### src/rtl/lane_wr_ctl.sv
module lane_wr_ctl #(
  parameter int LANES = 2
) (
  input  logic             clk,
  input  logic             rst_n,
  input  logic             all_wr_n,
  input  logic             byte_wr_n,
  input  logic [LANES-1:0] lane_sel_n,
  input  logic [1:0]       cyc_kind,
  input  logic             from_proc,
  input  logic             oe_n,
  output logic [LANES-1:0] lane_we,
  output logic             din_capture,
  output logic             bus_drive
);
  localparam logic [1:0] CK_IDLE  = 2'b00;
  localparam logic [1:0] CK_START = 2'b01;
  localparam logic [1:0] CK_NEXT  = 2'b10;
  localparam logic [1:0] CK_HOLD  = 2'b11;

  logic [LANES-1:0] req;
  logic idle_q, hiz_q;

  wire active    = cyc_kind != CK_IDLE;
  wire wr_window = active && !(cyc_kind == CK_START && from_proc);

  always_comb begin
    if (!all_wr_n)       req = '1;
    else if (!byte_wr_n) req = ~lane_sel_n;
    else                 req = '0;
  end

  assign lane_we     = wr_window ? req : '0;
  assign din_capture = |lane_we;

  always_ff @(posedge clk or negedge rst_n) begin
    if (!rst_n) begin
      idle_q <= 1'b1;
      hiz_q  <= 1'b0;
    end else begin
      idle_q <= !active;
      hiz_q  <= din_capture || (hiz_q && cyc_kind == CK_HOLD);
    end
  end

  wire oe_masked = cyc_kind == CK_START && idle_q;
  wire hiz_hold  = cyc_kind == CK_HOLD && hiz_q;

  assign bus_drive = active && !din_capture && !oe_n && !oe_masked && !hiz_hold;

  wire unused_next = cyc_kind == CK_NEXT;
endmodule

### config.mk
export PLATFORM = sky130hd
export DESIGN_NAME = lane_wr_ctl
export DESIGN_NICKNAME = d
export VERILOG_FILES = /design/src/rtl/lane_wr_ctl.sv
export SDC_FILE = /design/constraint.sdc
export NUM_CORES = 1
export LEC_CHECK = 0
export ABC_AREA = 1
export BUFFER_PORTS_ARGS = -buffer_cell sky130_fd_sc_hd__buf_2
export CAP_MARGIN = 20
export CORE_AREA = 2 2 39 41
export DETAILED_ROUTE_END_ITERATION = 8
export DIE_AREA = 0 0 41 43
export GPL_ROUTABILITY_DRIVEN = 1
export GPL_TIMING_DRIVEN = 0
export PLACE_DENSITY = 0.37
export SLEW_MARGIN = 20
export SYNTH_ARGS = -nofsm -noshare
export SYNTH_HDL_FRONTEND = slang
export SYNTH_SLANG_ARGS = --single-unit
### constraint.sdc
create_clock -name clk -period 0.8 [get_ports clk]
set_input_delay 0.04 -clock clk [delete_from_list [all_inputs] [get_ports clk]]
set_output_delay 0.04 -clock clk [all_outputs]
set_load 0.02 [all_outputs]
==> metrics.cfg, run 1 <==
[critical_path]
critPathMaxStageDelay_ns = 0.51
path_buf_inv = 1
criticalPathCategory = flip-flop to primary output
cp-startpoint = idle_q
crit_top_cell = nand2_2
crit_path_start_kind = flip-flop
cp_data_required_time_ns = 0.76
crit_family = flip-flops
path_depth = 4
reg2regPathDepth = 2
arrival_ns = 0.99
worstPathCellList = nand2_2, nand2_2, nor2_2, buf_6
worstSetupEndpointType = primary output
crit-reg2reg-launch = hiz_q
path_max_fanout = 1
crit_slowest_cell = dfstp_2

[route]
post_drt_wl_per_cell_um = 7.07
drc = 0
avgViaCountPerCell = 3.18
ant_nets = 0
first_iter_violations = 0
dr.pass1.iters = 1
drt_wl_total_um = 389
dr_total_vias = 175

[placement]
place_area_um2 = 230
gp_congestion = 0.592
io_buffers = 13
dp_hpwl_um = 314
dp_cells = 50

[floorplanning]
die_x_um = 41
die_y_um = 43
core_area_um2 = 1380
die_area_um2 = 1760
rows = 14
start_util = 0.105
ioPinCount = 14

[finish]
design_area_um2 = 283
post-route-util = 0.204
multi_input_area_um2 = 85.1
regArea_um2 = 51.3
drive_above_1_share = 0.667
area_delta_synth_final_pct = 94.8
stdcell_count = 55
diodes = 0
final_nets = 50
fill_cells = 163

[sta]
min_period_ns = 1.03
fin_skew_ns = 0
max_slew.worst_pin.slew_ns = 0.144
timing.final.ws_setup_ns = -0.235
final.setup.tns_ns = -0.235
slew_violations = 0
fmax_mhz = 967
min_period_over_period = 1.29
finalSetupViolations = 1
slew_headroom = 0.903
final-hold-violation-count = 0
rsz0062_at_grt = yes

[min_path]
min_delay_path_depth = 3
hold_path.class = input pin to flip-flop
holdCritStartpoint = cyc_kind[1]

[flow_run]
maxCapViolCount = 0

[clock_tree]
root_buffer = clkbuf_4
clock_sinks = 2
tritoncts = yes
cts_max_level = 1
clk_pin_slew_ns = 0.03
cts_setup_buffers = 0
numCtsBuffers = 3
cts_buffer_depth = 2
clkLatencyLatePin_ns = 0.23

[status]
violations = setup timing
status = finished with violations

[global_route]
antenna_found_initial = 0
globalRouteOverflowTotal = 0
grt_first_pass_wirelength_um = 593
grt_pass1_vias = 173
grt_max_degree = 4
grt_use_total = 0.0572

[synthesis]
synth.net_count = 31
ys_warn_count = 0
synth.distinct_cells = 12
synth_cells = 21
syn_area_um2 = 145
syn_avg_cell_area_um2 = 6.91
synth-seq-cells = 2
seq_area_frac_synth = 0.353

[power_and_ir_drop]
leakage_nw = 0.158
p_per_area_nw_per_um2 = 1720
ir_drop_mv = 0.592

[flip-flops by register name, summed over array words and instances, names as in the netlist]
register  cells
hiz_q         1
idle_q        1
[cells in the final DEF, fill, tap and decap left out]
cell           netlist  layout
buf_2                0      12
nand2_2              3       5
inv_1                4       4
clkbuf_4             0       3
o21ai_1              2       2
nand2_1              4       2
nand3_2              1       2
or2_1                1       1
inv_2                1       1
nor2_1               1       1
nor2_2               1       1
clkbuf_1             0       1
dfrtp_1              1       1
dlygate4sd3_1        0       1
dfstp_2              1       1
buf_6                0       1
[logic make-up (layout without fill, tap and decap cells)]
group / Yosys count / count (layout) / synth area share
simple gates: 12 / 12 / 0.448
buf+inv: 5 / 23 / 0.129
compound gates: 2 / 2 / 0.0690
flops: 2 / 2 / 0.353
[layer usage]
layer / vias to the layer above / GRT usage / share of wire
met2: 10 / 0.0719 / 0.46
li1: 98 / - / -
met5: - / 0 / 0
met3: 0 / 0.0471 / 0.13
met4: 0 / 0.0600 / 0
met1: 67 / 0.0514 / 0.41
[cells in the mapped netlist]
library cell  instances  share of area
dfrtp_1               1           0.17
dfstp_2               1           0.18
inv_1                 4           0.10
inv_2                 1          0.026
nand2_1               4           0.10
nand2_2               3           0.13
nand3_1               1          0.034
nand3_2               1          0.069
nor2_1                1          0.026
nor2_2                1          0.043
o21ai_1               2          0.069
or2_1                 1          0.043
[timing repair]
| action | 4_1_cts | 5_1_grt |
|---|---|---|
| pin swaps | 3 | 1 |
| endpoints found under the hold margin | 2 | 0 |
| gates resized for setup | 2 | 3 |
| hold buffers | 1 | 0 |
| setup endpoints to repair | 1 | 1 |
[metrics by stage]
stage	power (mW)	setup slack, ns	hold WS, ns
after floorplan	0.179	0.0560	-0.256
after global placement	0.225	-0.0432	-0.171
after detailed placement	0.225	-0.0412	-0.168
after CTS	0.498	-0.251	0.0555
after global routing	0.523	-0.275	0.0784
final	0.485	-0.235	0.0717
[path summary, 6_finish.rpt]
path,slack [ns],end
worst max-delay path,-0.23,bus_drive
worst min-delay path,0.07,idle_q
worst max register to register,0.17,hiz_q
worst min register to register,0.51,hiz_q
max in group asynchronous,0.47,idle_q
min in group asynchronous,0.13,hiz_q
[cell type report]
cell class / count / area share
Clock buffer: 4 / 0.0929
Inverter: 5 / 0.0664
Multi-Input combinational cell: 14 / 0.301
Tap cell: 16 / 0.0708
Timing Repair Buffer: 14 / 0.288
Sequential cell: 2 / 0.181
[worst register-to-register path: stages (launching register included)]
cell and delay (ns):
dfrtp_1 0.36, nand3_2 0.07, nand3_2 0.07
[where the power goes]
group          total [mW]  internal [mW]  leakage, nW  switching, mW
combinational       0.120         0.0529        0.122         0.0672
sequential          0.115          0.112       0.0211        0.00316
clock               0.251          0.186       0.0150         0.0649
(Power assumes the default switching activity.)
==> inputs of run 2 (changes only) <==
MAX_ROUTING_LAYER = met4   (was not set)
PLACE_DENSITY = 0.36   (was 0.37)
clock period = 1.3 ns   (was 0.8 ns; I/O delays follow)
==> run 2 against run 1 <==
The run now ends clean. First-iteration DRC count is 2 higher. Utilization is 1.2 points lower. Flip-flop and latch count stayed put. Power is 40% lower. Hold slack better by 0.023 ns. Global-route usage hardly changed. Combinational power is 42% lower. Wire length is 1.3% lower. Worst setup slack better by 0.44 ns. Via count is 5.7% higher. Sequential share of layout area is 1.1 points higher. Final cell count stayed put. Critical endpoint unchanged. Largest cell class unchanged. Largest power group unchanged.
==> metrics.cfg, run 2 (synthesis results as in run 1) <==
[finish]
final_common_cell = buf_2
multi_input_area_um2 = 75.1
largestRegisters = hiz_q x1, idle_q x1
drive_above_1_share = 0.590
mostFrequentLayoutCells = buf_2, inv_1, nand2_1
fill_cells = 170
area_delta_synth_final_pct = 83.6
final_nets = 50
regArea_um2 = 51.3
stdcell_count = 55
diodes = 0

[flow_run]
maxCapViolCount = 0

[clock_tree]
cts_resized = 0
root_buffer = clkbuf_4
clock_sinks = 2
clkLatencyLatePin_ns = 0.23
cts_max_level = 1
cts_buffer_depth = 2
tritoncts = yes
clk_pin_slew_ns = 0.03
numCtsBuffers = 3

[route]
ant_nets = 0
dr_total_vias = 185
avgViaCountPerCell = 3.36
first_iter_violations = 2
drt_wl_total_um = 384
dr.pass1.iters = 4
drc = 0
post_drt_wl_per_cell_um = 6.98

[floorplanning]
ioPinCount = 14
die_area_um2 = 1760
core_area_um2 = 1380
start_util = 0.105
die_x_um = 41
die_y_um = 43
rows = 14

[critical_path]
worstPathCellList = nand2_1, nand2_1, nor2_2, buf_2
path_max_fanout = 1
crit_slowest_cell = dfstp_2
r2r_slack_ns = 0.64
cp_data_required_time_ns = 1.24
crit_path_start_kind = flip-flop
worstSetupEndpointType = primary output
arrival_ns = 1.03
critPathMaxStageDelay_ns = 0.50
criticalPathCategory = flip-flop to primary output
crit_top_cell = nand2_1

[sta]
final.setup.tns_ns = 0
final-hold-violation-count = 0
fmax_mhz = 917
rsz0062_at_grt = no
slew_violations = 0
min_period_ns = 1.09
slew_headroom = 0.901
max_slew.worst_pin.slew_ns = 0.148
fin_skew_ns = 0
min_period_over_period = 0.839
finalSetupViolations = 0

[global_route]
grt_pass1_vias = 152
grt_first_pass_wirelength_um = 565
globalRouteOverflowTotal = 0
grt_max_degree = 4
antenna_found_initial = 0
grt_use_total = 0.0576

[placement]
dp_hpwl_um = 307
io_buffers = 13
dp_cells = 50
gp_congestion = 0.567

[power_and_ir_drop]
leakage_nw = 0.155
ir_drop_mv = 0.398
p_per_area_nw_per_um2 = 1100

[status]
status = completed

[min_path]
hold_path.class = input pin to flip-flop

==> run 2: cell counts in the layout (fill, tap and decap cells not counted) <==
No cell type changed its count.
==> run 2: layer usage <==
metal | GRT usage | wire (um) | part of all wire | vias up
li1 | - | - | - | 98
met1 | 0.0577 | 168 | 0.44 | 77
met2 | 0.0625 | 162 | 0.42 | 10
met3 | 0.0314 | 52 | 0.14 | 0
met4 | 0.0800 | 0 | 0 | 0
met5 | - | 0 | 0 | -
==> run 2: area by class of cell <==
cell class              instances  share of cell area
clock buffers                   4              0.0986
inverters                       5              0.0704
multi-input cells              14               0.282
flip-flops and latches          2               0.192
well taps                      16              0.0751
repair buffers                 14               0.282
==> run 2: through the flow <==
step	utilization	cell area, um^2	setup slack [ns]	hold slack (ns)	power (mW)
after floorplan	-	145	0.531	-0.231	0.110
after global placement	0.166	230	0.430	-0.146	0.139
after detailed placement	0.166	230	0.435	-0.148	0.139
after CTS	0.193	267	0.190	0.0851	0.307
after global routing	0.193	267	0.150	0.107	0.325
final	0.193	267	0.209	0.0945	0.294
==> run 2: final timing paths <==
path,depth (start not counted),from,endpoint
max reg2reg,2,hiz_q,hiz_q
min reg2reg,2,hiz_q,hiz_q
max in group asynchronous,2,rst_n,idle_q
min,3,cyc_kind[1],idle_q
min in group asynchronous,2,rst_n,hiz_q
max,4,idle_q,bus_drive
==> run 2: what timing repair did <==
item / 4_1_cts / 5_1_grt
endpoints found under the hold margin: 2 / 0
hold buffers: 1 / 0
buffers inserted: 0 / 0
==> run 2: report_power, final <==
group	leakage, nW	switching [mW]	internal (mW)
clock network	0.0150	0.0404	0.114
logic	0.119	0.0402	0.0290
registers	0.0211	0.00116	0.0686
total	0.155	0.0817	0.212
==> run 2: critical path, delay by kind of cell, from the launching register on <==
| family | cells | cell delay (ns) |
|---|---|---|
| simple gates | 3 | 0.15 |
| flops | 1 | 0.50 |
| buf+inv | 1 | 0.15 |
